## src/rtl/aud_tx_pkg.sv

```systemverilog
package aud_tx_pkg;

    parameter int SLOT_W    = 32;
    parameter int SAMPLE_W  = 24;
    parameter int MAX_SLOTS = 8;

    localparam int SLOT_SH    = $clog2(SLOT_W);
    localparam int SLOT_IDX_W = $clog2(MAX_SLOTS);
    localparam int POS_W      = SLOT_SH + SLOT_IDX_W;
    localparam int CH_W       = SLOT_IDX_W + 1;
    localparam int FLAT_W     = MAX_SLOTS * SAMPLE_W;

    typedef enum logic [1:0] {
        FMT_DLY  = 2'd0,
        FMT_EDGE = 2'd1,
        FMT_TDM4 = 2'd2,
        FMT_TDM8 = 2'd3
    } fmt_e;

    typedef logic [SAMPLE_W-1:0]            sample_t;
    typedef sample_t [MAX_SLOTS-1:0]        sample_set_t;

    typedef struct packed {
        logic             active;
        logic [POS_W-1:0] pos;
    } frame_pos_t;

    function automatic logic [POS_W-1:0] last_pos(input fmt_e f);
        case (f)
            FMT_TDM4: return POS_W'(4 * SLOT_W - 1);
            FMT_TDM8: return POS_W'(8 * SLOT_W - 1);
            default:  return POS_W'(2 * SLOT_W - 1);
        endcase
    endfunction

    function automatic logic start_level(input fmt_e f);
        return (f != FMT_DLY);
    endfunction

    function automatic logic serial_bit(input sample_set_t set,
                                        input fmt_e        f,
                                        input logic [CH_W-1:0] nch,
                                        input logic [POS_W-1:0] pos);
        logic [POS_W-1:0]      idx;
        logic [SLOT_IDX_W-1:0] slot;
        logic [SLOT_SH-1:0]    bitn;
        localparam logic [SLOT_SH-1:0] SAMPLE_LAST = SLOT_SH'(SAMPLE_W - 1);
        if (f == FMT_DLY) begin
            if (pos == '0) return 1'b0;
            idx = pos - POS_W'(1);
        end else begin
            idx = pos;
        end
        slot = idx[POS_W-1:SLOT_SH];
        bitn = idx[SLOT_SH-1:0];
        if ({1'b0, slot} >= nch) return 1'b0;
        if (bitn > SAMPLE_LAST)  return 1'b0;
        return set[slot][SAMPLE_LAST - bitn];
    endfunction

endpackage

```

## src/rtl/aud_tx_edges.sv

```systemverilog
module aud_tx_edges
    import aud_tx_pkg::*;
(
    input  logic clk,
    input  logic rst,
    input  logic pwr_dn,
    input  logic sclk,
    input  logic lrck,
    input  logic start_lvl,
    output logic sclk_fall,
    output logic start_pend,
    output logic lrck_err
);
    logic sclk_d, lrck_d, lr_seen, rise_seen, armed;
    logic sclk_rise, lr_chg;

    assign sclk_rise = sclk & ~sclk_d;
    assign sclk_fall = ~sclk & sclk_d;
    assign lr_chg    = lrck ^ lrck_d;

    always_ff @(posedge clk) begin
        if (rst || pwr_dn) begin
            sclk_d     <= sclk;
            lrck_d     <= lrck;
            lr_seen    <= 1'b0;
            rise_seen  <= 1'b0;
            armed      <= 1'b0;
            start_pend <= 1'b0;
            lrck_err   <= 1'b0;
        end else begin
            sclk_d   <= sclk;
            lrck_d   <= lrck;
            lrck_err <= lr_chg & armed & ~rise_seen;
            if (lr_chg) begin
                armed     <= 1'b1;
                rise_seen <= sclk_rise;
            end else if (sclk_rise) begin
                rise_seen <= 1'b1;
            end
            if (sclk_rise) begin
                lr_seen <= lrck;
                if (lrck != lr_seen && lrck == start_lvl)
                    start_pend <= 1'b1;
            end else if (sclk_fall) begin
                start_pend <= 1'b0;
            end
        end
    end

    AST_ERR_ON_EDGE: assert property (@(posedge clk) disable iff (rst)
        lrck_err |-> ($past(lrck) != $past(lrck, 2)));

    AST_NO_PEND_IN_PD: assert property (@(posedge clk) disable iff (rst)
        pwr_dn |=> !start_pend);

endmodule

```

## src/rtl/aud_tx_framer.sv

```systemverilog
module aud_tx_framer
    import aud_tx_pkg::*;
(
    input  logic             clk,
    input  logic             rst,
    input  logic             pwr_dn,
    input  logic             sclk_fall,
    input  logic             start_pend,
    input  logic [POS_W-1:0] frame_last,
    output logic             start,
    output frame_pos_t       cur,
    output frame_pos_t       nxt
);
    assign start = sclk_fall & start_pend;

    always_comb begin
        nxt = cur;
        if (start) begin
            nxt.active = 1'b1;
            nxt.pos    = '0;
        end else if (sclk_fall && cur.active) begin
            if (cur.pos == frame_last) begin
                nxt.active = 1'b0;
                nxt.pos    = '0;
            end else begin
                nxt.pos = cur.pos + POS_W'(1);
            end
        end
    end

    always_ff @(posedge clk) begin
        if (rst || pwr_dn) cur <= '0;
        else               cur <= nxt;
    end

    AST_HOLD_NO_FALL: assert property (@(posedge clk) disable iff (rst)
        (!sclk_fall && !pwr_dn) |=> $stable(cur));

    AST_START_POS0: assert property (@(posedge clk) disable iff (rst)
        (start && !pwr_dn) |=> (cur.active && cur.pos == '0));

endmodule

```

## src/rtl/aud_tx_slotsel.sv

```systemverilog
module aud_tx_slotsel
    import aud_tx_pkg::*;
(
    input  logic             clk,
    input  logic             rst,
    input  logic             load,
    input  sample_set_t      samples_in,
    input  fmt_e             fmt,
    input  logic [CH_W-1:0]  nch,
    input  frame_pos_t       at,
    output logic             bit_out
);
    sample_set_t hold;
    sample_set_t src;

    always_ff @(posedge clk) begin
        if (rst)       hold <= '0;
        else if (load) hold <= samples_in;
    end

    assign src     = load ? samples_in : hold;
    assign bit_out = at.active ? serial_bit(src, fmt, nch, at.pos) : 1'b0;

    AST_HOLD_STABLE: assert property (@(posedge clk) disable iff (rst)
        !load |=> $stable(hold));

endmodule

```

## src/rtl/aud_tdm_tx.sv

```systemverilog
module aud_tdm_tx
    import aud_tx_pkg::*;
(
    input  logic              clk,
    input  logic              rst,
    input  logic              pwr_dn,
    input  logic [1:0]        fmt,
    input  logic [CH_W-1:0]   num_ch,
    input  logic              sclk,
    input  logic              lrck,
    input  logic [FLAT_W-1:0] samples,
    output logic              sdto,
    output logic              consumed,
    output logic              lrck_err
);
    fmt_e        fmt_sel;
    sample_set_t set_in;
    logic        sclk_fall, start_pend, start, bit_now;
    frame_pos_t  pos_cur, pos_nxt;

    assign fmt_sel = fmt_e'(fmt);
    assign set_in  = sample_set_t'(samples);

    aud_tx_edges u_edges (
        .clk        (clk),
        .rst        (rst),
        .pwr_dn     (pwr_dn),
        .sclk       (sclk),
        .lrck       (lrck),
        .start_lvl  (start_level(fmt_sel)),
        .sclk_fall  (sclk_fall),
        .start_pend (start_pend),
        .lrck_err   (lrck_err)
    );

    aud_tx_framer u_framer (
        .clk        (clk),
        .rst        (rst),
        .pwr_dn     (pwr_dn),
        .sclk_fall  (sclk_fall),
        .start_pend (start_pend),
        .frame_last (last_pos(fmt_sel)),
        .start      (start),
        .cur        (pos_cur),
        .nxt        (pos_nxt)
    );

    aud_tx_slotsel u_slotsel (
        .clk        (clk),
        .rst        (rst),
        .load       (start & ~pwr_dn),
        .samples_in (set_in),
        .fmt        (fmt_sel),
        .nch        (num_ch),
        .at         (pos_nxt),
        .bit_out    (bit_now)
    );

    always_ff @(posedge clk) begin
        if (rst || pwr_dn) begin
            sdto     <= 1'b0;
            consumed <= 1'b0;
        end else begin
            consumed <= start;
            if (sclk_fall) sdto <= bit_now;
        end
    end

    AST_PD_LOW: assert property (@(posedge clk) disable iff (rst)
        pwr_dn |=> !sdto);

    AST_PD_NO_STROBE: assert property (@(posedge clk) disable iff (rst)
        pwr_dn |=> !consumed);

    AST_STROBE_SINGLE: assert property (@(posedge clk) disable iff (rst)
        consumed |=> !consumed);

    AST_SDTO_ON_FALL: assert property (@(posedge clk) disable iff (rst)
        (!sclk_fall && !pwr_dn) |=> $stable(sdto));

endmodule

```

## config.mk

```make
export PLATFORM = sky130hd
export DESIGN_NAME = aud_tdm_tx
export DESIGN_NICKNAME = d
export VERILOG_FILES = /design/src/rtl/aud_tx_pkg.sv /design/src/rtl/aud_tx_edges.sv /design/src/rtl/aud_tx_framer.sv /design/src/rtl/aud_tx_slotsel.sv /design/src/rtl/aud_tdm_tx.sv
export SDC_FILE = /design/constraint.sdc
export NUM_CORES = 1
export LEC_CHECK = 0
export BUFFER_PORTS_ARGS = -buffer_cell sky130_fd_sc_hd__buf_2
export CAP_MARGIN = 20
export CELL_PAD_IN_SITES_DETAIL_PLACEMENT = 1
export CELL_PAD_IN_SITES_GLOBAL_PLACEMENT = 1
export CORE_MARGIN = 1
export CORE_UTILIZATION = 32
export DETAILED_ROUTE_END_ITERATION = 16
export GPL_ROUTABILITY_DRIVEN = 0
export GPL_TIMING_DRIVEN = 0
export PLACE_DENSITY = 0.73
export SYNTH_ARGS = -nofsm -noshare
export SYNTH_HDL_FRONTEND = slang
export SYNTH_SLANG_ARGS = --single-unit
```

## constraint.sdc

```tcl
create_clock -name clk -period 4.8 [get_ports clk]
set_input_delay 0.24 -clock clk [delete_from_list [all_inputs] [get_ports clk]]
set_output_delay 0.24 -clock clk [all_outputs]
set_load 0.1 [all_outputs]
```

==> metrics.csv <==
stage,metric,value,unit
power,clockPowerShare,48.4,%
floorplan,fp.coreArea,0.0334,mm^2
placement,post-place-cells,2173,
floorplan,die-height,186,um
setup_path,reg2reg_from,u_framer.cur[0],
setup_path,worstReg2RegEnd,sdto,
placement,dp.final_hpwl,40900,um
setup_path,critical_path_buf_inv_count,2,
setup_path,worst-endpoint-required,5.28,ns
setup_path,timing.critical_path.max_delay_family,compound AO/OA/AOI/OAI gates,
flow_run,max-cap-violations,0,
grt,globalRouteTotalUtil,34.3,%
route,route.detailed.vias_per_inst,5.74,
synthesis,netlist_area,0.0109,mm^2
timing,setup_slack,-0.0243,ns
timing,max_slew_margin,24.2,%
route,drtIter0Drc,1297,
cells_and_area,layoutNonFillerInstCount,2400,
power,p_seq_share,39.3,%
power,switchingPower,1.16,mW
floorplan,placement_rows,67,
clock_tree,insertion_delay_to_the_later_sink_of_the_worst_skew_pair,0.55,ns
worst_hold_path,hold_path.startpoint,samples[166],
timing,post_layout_minimum_cycle_time,4.82,ns
status,run_status,finished with violations,
worst_hold_path,hold_path_cells,3,
setup_path,timing.reg2reg.setup_slack,-0.02,ns
timing,timing_hold_violations_final,0,
synthesis,synth.yosys.seq_area_share,38.7,%
synthesis,ys.flop_type,sky130_fd_sc_hd__dfxtp_1,
setup_path,critical_path.max_fanout,10,
power,leakagePower,5.69,nW
clock_tree,count_of_h_tree_levels_built_during_cts,1,
setup_path,path_class,reg -> reg,
clock_tree,cts.reportedPaths.clkPinSlew,0.06,ns
synthesis,number_of_warning_messages_in_the_yosys_log,0,
setup_path,timing.critical_path.from,u_framer.cur[0],
setup_path,critical_path.endpoint_type,flop,
timing,rsz_0062_raised_after_global_routing,true,
setup_path,worst_setup_path_start_kind,flop,
power,power.share.combinational,12.3,%
synthesis,synth_cells,1521,
clock_tree,clock-root-buffer,sky130_fd_sc_hd__clkbuf_16,
grt,globalRouteMet3Util,7.69,%
power,switching_share,25.9,%
timing,worst_slew_pin_tran,1.13,ns
cells_and_area,num-nets-final,2141,
setup_path,cp_data_arrival_time,5.30,ns
route,detailedRoute.firstPassIterationCount,5,
grt,grt_antenna_before_repair,2,
clock_tree,cts_inserted_buffers,26,
synthesis,netlist-cell-type-count,77,
setup_path,worstRegToRegCells,15,
clock_tree,cts_buffer_depth,3,
setup_path,timing.critical_path.slowest_stage_cell,sky130_fd_sc_hd__o41a_4,
status,failed_checks,negative setup slack,
grt,grt_first_pass_wirelength,86700,um
power,power.total,4.46,mW
grt,gr-usage-met1,42.0,%
cells_and_area,fin_util,45.5,%
grt,grt_remaining_overflow,0,
timing,finClkSkew,0.0104,ns
synthesis,postSynthRegisterBits,210,
timing,number_of_max_slew_violations_in_the_final_report,0,
route,count_of_vias_placed_by_the_detailed_router,13800,
power,cell_internal_pwr,3.31,mW
worst_hold_path,holdPathEnd,u_slotsel.hold[166],
floorplan,horizontal_extent_of_the_die,186,um
grt,pin_count_of_the_biggest_net_entering_global_routing,13,
setup_path,critical-path-max-stage-delay,0.51,ns
clock_tree,tritoncts_sinks,210,
timing,finalSetupViolations,1,
setup_path,path_common_cell,sky130_fd_sc_hd__nand2_1,
synthesis,proportion_of_register_bits_with_asynchronous_set_or_reset_after_synthesis,0,%
timing,setup-tns-final,-0.0243,ns
worst_hold_path,type_of_the_worst_min_delay_path,in -> reg,
power,cellPowerDensity,293,mW/mm^2
synthesis,mappedNetlistNets,1730,
route,residual_drc_count,0,
timing,period_share,101,%
floorplan,die_area,0.0347,mm^2
floorplan,initial_core_util,32.5,%
grt,number_of_global_route_vias_before_repair,14100,
route,detail-route-antenna-nets,0,
synthesis,syn-mean-instance-area,7.14,um^2
grt,global_route.peak_usage_layer,met2,
cells_and_area,area_delta_synth_final,40.1,%
grt,use_met2,55.8,%
timing,fin_hold_ws,0.00490,ns
placement,place.port_buffers,204,
cells_and_area,nFillCells,4214,
clock_tree,cts_tree,done,
cells_and_area,final_layout_size_suffix_gt1_share,17.8,%
route,drt-total-wl,60200,um
synthesis,synth_edf_count,0,
power,ir_drop,0.218,mV
cells_and_area,layout.cells.most_common,sky130_fd_sc_hd__nand2_1,
cells_and_area,final_cell_mix,"sky130_fd_sc_hd__nand2_1 (557), sky130_fd_sc_hd__a21oi_1 (266), sky130_fd_sc_hd__buf_2 (232), sky130_fd_sc_hd__dfxtp_1 (210), sky130_fd_sc_hd__dlygate4sd3_1 (179)",
timing,max_freq,207,MHz
floorplan,boundaryPins,206,
route,routed_wire_length_per_instance,25.1,um
setup_path,timing.critical_path.cells,"ha_1, nand4b_1, xor2_2, nand2_1, o41a_4, o22ai_4, buf_4, clkbuf_4, nand2_1, a31oi_1, o211ai_1, a311oi_1, nand4_1, nor4_1, o221a_1",
[per-layer routing]
metal  vias up  wire length (um)
met5         -                 0
met4         0              3310
met3       204              5690
met2       809             27300
met1      6722             23800
li1       6050                 -
[worst register-to-register path, delay by kind of cell (launching register included)]
family | cells | cell delay, ns
simple gates | 5 | 1.02
xor+xnor | 1 | 0.34
flops | 1 | 0.48
fa+ha+maj | 1 | 0.30
buf+inv | 2 | 0.67
compound gates | 6 | 1.95
[worst max path at each step]
| stage | end | cells past startpoint | slack (ns) |
|---|---|---|---|
| finish | sdto | 15 | -0.02 |
| global route | sdto | 17 | -0.12 |
| CTS | sdto | 15 | 0.05 |
| detailed placement | u_slotsel.hold[20] | 11 | -0.18 |
| global placement | u_slotsel.hold[20] | 11 | -0.18 |
| floorplan | sdto | 15 | 1.17 |
[registers in the layout (all words and copies together) (netlist names)]
| register | cells |
|---|---|
| u_edges.rise_seen | 1 |
| u_slotsel.hold | 192 |
| u_edges.lrck_d | 1 |
| u_edges.sclk_d | 1 |
| u_edges.armed | 1 |
| u_edges.lr_seen | 1 |
| u_edges.start_pend | 1 |
| u_framer.cur | 9 |
| u_edges.lrck_err | 1 |
| consumed | 1 |
| sdto | 1 |
[power groups by stage]
stage / Clock, mW / Sequential [mW] / Combinational (mW)
floorplan: 0 / 1.79 / 0.170
global placement: 0 / 1.79 / 0.406
detailed placement: 0 / 1.79 / 0.408
CTS: 2.16 / 1.75 / 0.523
global route: 2.23 / 1.75 / 0.565
finish: 2.16 / 1.75 / 0.549
[cells by family after synthesis]
| family | share of synthesized area (%) |
|---|---|
| AOI/OAI and AO/OA | 20.6 |
| xor gates and xnor gates | 1.29 |
| adders and majority gates | 0.691 |
| buffers and inverters | 5.59 |
| DFF | 38.7 |
| muxes | 4.11 |
| and+or+nand+nor | 29.0 |
[per-stage QoR]
step	area (um^2)	worst slack (ns)
after floorplan	10900	1.17
after global placement	12400	-0.175
after detailed placement	12400	-0.185
after CTS	15200	0.0529
after global routing	15200	-0.117
final	15200	-0.0243
[area by class of cell]
class                      instances  area, um^2  share of cell area [%]
clock buffer                      36         769                    5.06
inverter                          10        37.5                   0.247
sequential                       210        4200                    27.6
buffer                           120         584                    3.84
tap                              448         561                    3.69
clock inverter                    10         156                    1.03
multi-input combinational       1181        6080                    40.0
antenna                            2        5.00                  0.0329
timing repair buffer             383        2810                    18.5
[Yosys cell counts, drive strengths merged, types with 9 or more instances]
cell | n | area (um^2)
nand3 | 66 | 330
o21ai | 18 | 90.1
buf | 46 | 290
nor2 | 40 | 150
o211ai | 9 | 72.6
or2 | 11 | 68.8
mux4 | 10 | 225
a21oi | 267 | 1340
nor3 | 23 | 120
mux2i | 21 | 210
inv | 10 | 37.5
a31oi | 9 | 56.3
clkbuf | 74 | 279
xnor2 | 9 | 78.8
dfxtp | 210 | 4200
nand2 | 559 | 2100
and3 | 10 | 62.6
nand4 | 15 | 93.8
[what timing repair did]
item                                   in CTS  in global routing
pin swaps                                   0                  1
hold buffers                              179                  0
gates resized for setup                     9                 11
endpoints found under the hold margin     179                  0
setup endpoints to repair                 100                103
setup buffers                               0                  0
cloned                                      0                  0
Note: power is estimated with default switching activity, not from simulation.
